### config.mk
export PLATFORM = sky130hd
export DESIGN_NAME = card_detect_filter
export DESIGN_NICKNAME = d
export VERILOG_FILES = /design/src/rtl/card_det_pkg.sv /design/src/rtl/cd_sync2.sv /design/src/rtl/cd_debounce.sv /design/src/rtl/cd_slot_flag.sv /design/src/rtl/cd_irq_merge.sv /design/src/rtl/card_detect_filter.sv
export SDC_FILE = /design/constraint.sdc
export NUM_CORES = 1
export LEC_CHECK = 0
export BUFFER_PORTS_ARGS = -buffer_cell sky130_fd_sc_hd__buf_2
export CAP_MARGIN = 0
export CORE_UTILIZATION = 30
export DETAILED_ROUTE_END_ITERATION = 16
export GPL_TIMING_DRIVEN = 0
export PLACE_DENSITY = 0.45
export RECOVER_POWER = 100
export SYNTH_ARGS = -nofsm -noshare
export SYNTH_HDL_FRONTEND = slang
export SYNTH_SLANG_ARGS = --single-unit
### constraint.sdc
create_clock -name clk -period 4.1 [get_ports clk]
set_clock_uncertainty 0.1 [all_clocks]
set_input_delay 0 -clock clk [delete_from_list [all_inputs] [get_ports clk]]
set_output_delay 0 -clock clk [all_outputs]
set_load 0.005 [all_outputs]
### src/rtl/card_det_pkg.sv
package card_det_pkg;

    // width of the per-slot sample-count select
    localparam int SEL_W = 3;
    // largest run length is 2^(2^SEL_W); counter must hold it
    localparam int CNT_W = (1 << SEL_W) + 1;

    typedef enum logic [1:0] {
        EV_NONE    = 2'd0,
        EV_INSERT  = 2'd1,
        EV_EXTRACT = 2'd2
    } pres_ev_t;

    typedef struct packed {
        logic             pol;
        logic [SEL_W-1:0] sel;
        logic             mask;
    } slot_cfg_t;

    // code 0 -> 1 sample, code k -> 2^(k+1) samples
    function automatic logic [CNT_W-1:0] samples_needed(input logic [SEL_W-1:0] sel);
        logic [CNT_W-1:0] one;
        one = CNT_W'(1);
        if (sel == '0) begin
            return one;
        end
        return one << (32'(sel) + 32'd1);
    endfunction

    // map contact level to "card seen"
    function automatic logic card_seen(input logic pin, input logic pol);
        return pol ? pin : ~pin;
    endfunction

endpackage

### src/rtl/cd_sync2.sv
module cd_sync2 #(
    parameter int W = 1
) (
    input  logic         clk,
    input  logic         rst,
    input  logic [W-1:0] d,
    output logic [W-1:0] q
);
    logic [W-1:0] meta;

    always_ff @(posedge clk) begin
        if (rst) begin
            meta <= '0;
            q    <= '0;
        end else begin
            meta <= d;
            q    <= meta;
        end
    end
endmodule

### src/rtl/cd_debounce.sv
module cd_debounce
    import card_det_pkg::*;
(
    input  logic             clk,
    input  logic             rst,
    input  logic             level,
    input  logic [SEL_W-1:0] sel,
    output logic             status,
    output pres_ev_t         ev
);
    logic [CNT_W-1:0] run_cnt;
    logic [CNT_W-1:0] run_inc;
    logic [CNT_W-1:0] need;
    logic             accept;

    always_comb begin
        need    = samples_needed(sel);
        run_inc = run_cnt + CNT_W'(1);
        accept  = (level != status) && (run_inc >= need);
        ev      = EV_NONE;
        if (accept) begin
            ev = level ? EV_INSERT : EV_EXTRACT;
        end
    end

    always_ff @(posedge clk) begin
        if (rst) begin
            status  <= 1'b0;
            run_cnt <= '0;
        end else if (level == status) begin
            run_cnt <= '0;
        end else if (accept) begin
            status  <= level;
            run_cnt <= '0;
        end else begin
            run_cnt <= run_inc;
        end
    end
endmodule

### src/rtl/cd_slot_flag.sv
module cd_slot_flag
    import card_det_pkg::*;
(
    input  logic     clk,
    input  logic     rst,
    input  pres_ev_t ev,
    input  logic     sw_set,
    input  logic     rd_clr,
    output logic     flag,
    output logic     deact
);
    logic raise;

    always_comb begin
        raise = (ev != EV_NONE) || sw_set;
    end

    always_ff @(posedge clk) begin
        if (rst) begin
            flag  <= 1'b0;
            deact <= 1'b0;
        end else begin
            if (raise) begin
                flag <= 1'b1;
            end else if (rd_clr) begin
                flag <= 1'b0;
            end
            deact <= (ev == EV_EXTRACT);
        end
    end
endmodule

### src/rtl/cd_irq_merge.sv
module cd_irq_merge #(
    parameter int NUM_SLOTS = 2
) (
    input  logic [NUM_SLOTS-1:0] flag,
    input  logic [NUM_SLOTS-1:0] wake,
    input  logic [NUM_SLOTS-1:0] mask,
    output logic                 irq_n
);
    logic [NUM_SLOTS-1:0] pull;

    always_comb begin
        pull  = (flag | wake) & ~mask;
        irq_n = ~(|pull);
    end
endmodule

### src/rtl/card_detect_filter.sv
module card_detect_filter
    import card_det_pkg::*;
#(
    parameter int NUM_SLOTS = 2
) (
    input  logic                            clk,
    input  logic                            rst,
    input  logic [NUM_SLOTS-1:0]            card_pin,
    input  logic [NUM_SLOTS-1:0]            det_pol,
    input  logic [NUM_SLOTS-1:0][SEL_W-1:0] filt_sel,
    input  logic [NUM_SLOTS-1:0]            irq_dis,
    input  logic [NUM_SLOTS-1:0]            flag_set,
    input  logic [NUM_SLOTS-1:0]            flag_rd_clr,
    output logic [NUM_SLOTS-1:0]            card_present,
    output logic [NUM_SLOTS-1:0]            card_flag,
    output logic [NUM_SLOTS-1:0]            deact_req,
    output logic                            irq_n
);
    logic [NUM_SLOTS-1:0] pin_sync;
    logic [NUM_SLOTS-1:0] wake;
    logic [NUM_SLOTS-1:0] mask_vec;

    cd_sync2 #(.W(NUM_SLOTS)) u_sync (
        .clk (clk),
        .rst (rst),
        .d   (card_pin),
        .q   (pin_sync)
    );

    for (genvar i = 0; i < NUM_SLOTS; i++) begin : g_slot
        slot_cfg_t cfg;
        pres_ev_t  ev;
        logic      seen_sync;
        logic      seen_raw;

        always_comb begin
            cfg.pol     = det_pol[i];
            cfg.sel     = filt_sel[i];
            cfg.mask    = irq_dis[i];
            seen_sync   = card_seen(pin_sync[i], cfg.pol);
            seen_raw    = card_seen(card_pin[i], cfg.pol);
            // unfiltered insertion path, needs no clock edge
            wake[i]     = (cfg.sel == '0) && seen_raw && !card_present[i];
            mask_vec[i] = cfg.mask;
        end

        cd_debounce u_deb (
            .clk    (clk),
            .rst    (rst),
            .level  (seen_sync),
            .sel    (cfg.sel),
            .status (card_present[i]),
            .ev     (ev)
        );

        cd_slot_flag u_flag (
            .clk    (clk),
            .rst    (rst),
            .ev     (ev),
            .sw_set (flag_set[i]),
            .rd_clr (flag_rd_clr[i]),
            .flag   (card_flag[i]),
            .deact  (deact_req[i])
        );
    end

    cd_irq_merge #(.NUM_SLOTS(NUM_SLOTS)) u_irq (
        .flag  (card_flag),
        .wake  (wake),
        .mask  (mask_vec),
        .irq_n (irq_n)
    );
endmodule

==> results.yml <==
run_status:
  status: "completed"
logic_synthesis:
  synth_edf_count: 0
  synthDistinctLibCells: 38
  ys_top_cells_by_count: "28 x dfxtp_1, 19 x ha_1, 15 x nor2_1"
  synth-seq-cells: 28
  synth.area.top_cells: "dfxtp_1 33%, ha_1 14%, xnor2_1 5.2%"
  synth_most_common_cell: "dfxtp_1"
  syn_area_um2: 1690
  synth_top_area_frac: 0.333
  syn_inst: 186
  syn_nets: 223
  yosysTopAreaCell: "dfxtp_1"
  seq_area_frac_synth: 0.333
  syn_area_per_cell_um2: 9.06
  synthArstFlopShare: 0
  synth-main-ff-cell: "dfxtp_1"
  synth_warnings: 0
route:
  routed_via_density: 4.31
  firstDrtPassIters: 4
  routed_wl_mm: 2.86
  drt_iter0_drc: 29
  num_vias: 1258
  drc_errors: 0
  drtAntennaViolNets: 0
  avgRoutedWirePerCell_um: 9.80
min_path:
  hp-class: "primary input to flip-flop"
floorplan:
  rows: 26
  dieArea_um2: 5920
  die_h_um: 77.0
  die_x_um: 77.0
  coreArea_um2: 5270
  initial_core_util: 0.320
  ios: 25
sta:
  fmax_ghz: 0.323
  finalCritPeriodShare: 0.755
  worstMarginPinSlew_ns: 0.612
  rsz0062_at_grt: "no"
  period_needed_ns: 3.10
  setup_viol: 0
  hold_viol: 0
  max_slew_margin: 0.592
  slew_viol_final: 0
  tns_ns: 0
  holdWs_ns: 0.0201
worst_setup_path:
  setup.worst_path.start_class: "flip-flop"
  worstSetupPathType: "flip-flop to flip-flop"
  cpMaxStageDelayCell: "dfxtp_1"
  critPathMaxFanout: 9
  crit_path_end_kind: "flip-flop"
  crit_buf_inv: 1
  path_delay_family: "simple AND/OR/NAND/NOR gates"
  worstPathCellList: "ha_1 -> nand3_1 -> nor2_1 -> nand3_1 -> xnor2_1 -> ha_1 -> and4_1 -> a21oi_1 -> o221ai_1 -> or3_1 -> clkbuf_1 -> nor2b_2"
  max_stage_delay_ns: 0.42
  arrival_ns: 3.21
  crit_required_ns: 4.22
pwr:
  switching_share: 0.239
  comb_power_share: 0.174
  pwr_density_cell_nw_per_um2: 303
  intPower_mw: 0.467
  p_switching_mw: 0.147
  p_clk_frac: 0.350
  seqPwrFrac: 0.476
  vdd_drop_max_uv: 158
  leakage_nw: 0.895
clocking:
  cts_sinks: 28
  postCtsSetupRepairBufs: 0
  worst_setup_hold_path_clk_slew_ns: 0.10
  cts_tree: "built"
  clk_latency_ns: 0.27
  cts_buffers: 3
  clock-root-buffer: "clkbuf_8"
  h-tree-depth: 1
  clockBufferDepth: 2
global_route:
  grt_max_degree: 17
  grt_pass1_wl_mm: 5.06
  antenna_found_initial: 0
  grtUsageTotal: 0.105
  grt-ovfl-total: 0
  first_global_vias: 1185
layout:
  drive_gt1_frac: 0.203
  antenna_cells: 0
  area_growth_pct: 20.3
  nets: 260
placed_design:
  hpwlAfterDp_mm: 2.33
  port_buffers: 24
  place.gp.congestion: 0.754
job:
  max_cap_viol_count: 0
-- through the flow --
step	cell area, µm²	instances	setup slack, ns	total power, mW	utilization
after floorplan	1690	186	1.50	0.368	-
after global placement	1890	280	1.19	0.403	0.359
after detailed placement	1890	280	1.23	0.403	0.359
after CTS	2040	292	1.09	0.631	0.388
after global routing	2030	292	0.676	0.657	0.385
final	2030	292	1.00	0.614	0.385
-- layer usage --
metal	part of all wire	track usage	vias up	wire length (µm)
met2	0.45	0.164	15	1280
met3	0.029	0.0262	2	84
met4	0.0052	0.0231	0	15
met1	0.52	0.145	542	1480
li1	-	-	699	-
met5	0	0	-	0
-- layout make-up --
cell class,instances,area [µm²]
Fill cell,569,3240
Sequential cell,28,561
Timing Repair Buffer,32,198
Inverter,6,22.5
Tap cell,70,87.6
Clock buffer,3,41.3
Multi-Input combinational cell,144,1040
Buffer,8,52.6
Clock inverter,1,30.0
-- final timing paths --
path / start / to / slack [ns] / cells past startpoint
hold / removal: det_pol[1] / g_slot[1].u_flag.deact / 0.02 / 3
hold reg to reg: u_sync.meta[0] / u_sync.q[0] / 0.35 / 1
setup / recovery: g_slot[1].u_deb.run_cnt[0] / g_slot[1].u_deb.run_cnt[8] / 1.00 / 12
setup reg to reg: g_slot[1].u_deb.run_cnt[0] / g_slot[1].u_deb.run_cnt[8] / 1.00 / 12
-- placed cells by master (no fill, tap or decap), types with 2 or more instances in the layout --
| master | synthesis | final |
|---|---|---|
| nor2b_1 | 12 | 12 |
| dfxtp_1 | 28 | 28 |
| nand2_1 | 12 | 12 |
| clkbuf_1 | 1 | 4 |
| xnor2_1 | 10 | 10 |
| nand2b_1 | 2 | 2 |
| dlygate4sd3_1 | 0 | 8 |
| buf_2 | 0 | 22 |
| nor2_2 | 2 | 2 |
| clkbuf_8 | 0 | 3 |
| o21ai_0 | 1 | 2 |
| nor2_1 | 15 | 15 |
| inv_1 | 5 | 5 |
| or3b_1 | 3 | 3 |
| or3_1 | 2 | 2 |
| xor2_1 | 10 | 10 |
| mux2i_1 | 2 | 2 |
| nor3_1 | 4 | 4 |
| nand3b_1 | 6 | 6 |
| ha_1 | 19 | 19 |
| and3_1 | 2 | 2 |
| nand3_1 | 10 | 10 |
| nor2b_2 | 7 | 7 |
| clkbuf_4 | 0 | 6 |
| a21oi_1 | 10 | 10 |
-- sequential cells by signal (all words and copies together) (netlist names) --
name / cells
g_slot.u_deb.run_cnt: 18
g_slot.u_deb.status: 2
g_slot.u_flag.deact: 2
g_slot.u_flag.flag: 2
u_sync.meta: 2
u_sync.q: 2
-- worst register-to-register path, delay by kind of cell (launching register included) --
kind,cells,cell delay (ns)
xor+xnor,1,0.22
buf+inv,1,0.29
simple gates,6,1.19
flops,1,0.42
fa+ha+maj,2,0.48
compound gates,2,0.34
-- cells by family after synthesis --
kind of cell    count (synthesis)  synth area share
simple gates                   82             0.281
flops                          28             0.333
compound gates                 20            0.0780
xor+xnor                       20             0.104
fa+ha+maj                      19             0.141
buf+inv                        14            0.0490
mux                             2            0.0119
other cells                     1           0.00223
-- power by group through the flow --
stage / Combinational (mW) / Clock (mW) / Sequential [mW]
floorplan: 0.0715 / 0 / 0.297
global route: 0.122 / 0.240 / 0.295
detailed placement: 0.104 / 0 / 0.299
finish: 0.107 / 0.215 / 0.292
CTS: 0.112 / 0.226 / 0.293
global placement: 0.104 / 0 / 0.299
-- repair_timing --
action | CTS | global route
hold buffers | 8 | 0
gates resized for setup | 0 | 0
hold endpoints to repair | 6 | 0
endpoints found under the setup margin | 0 | 0
No activity file was read; power rests on OpenSTA's default activity.
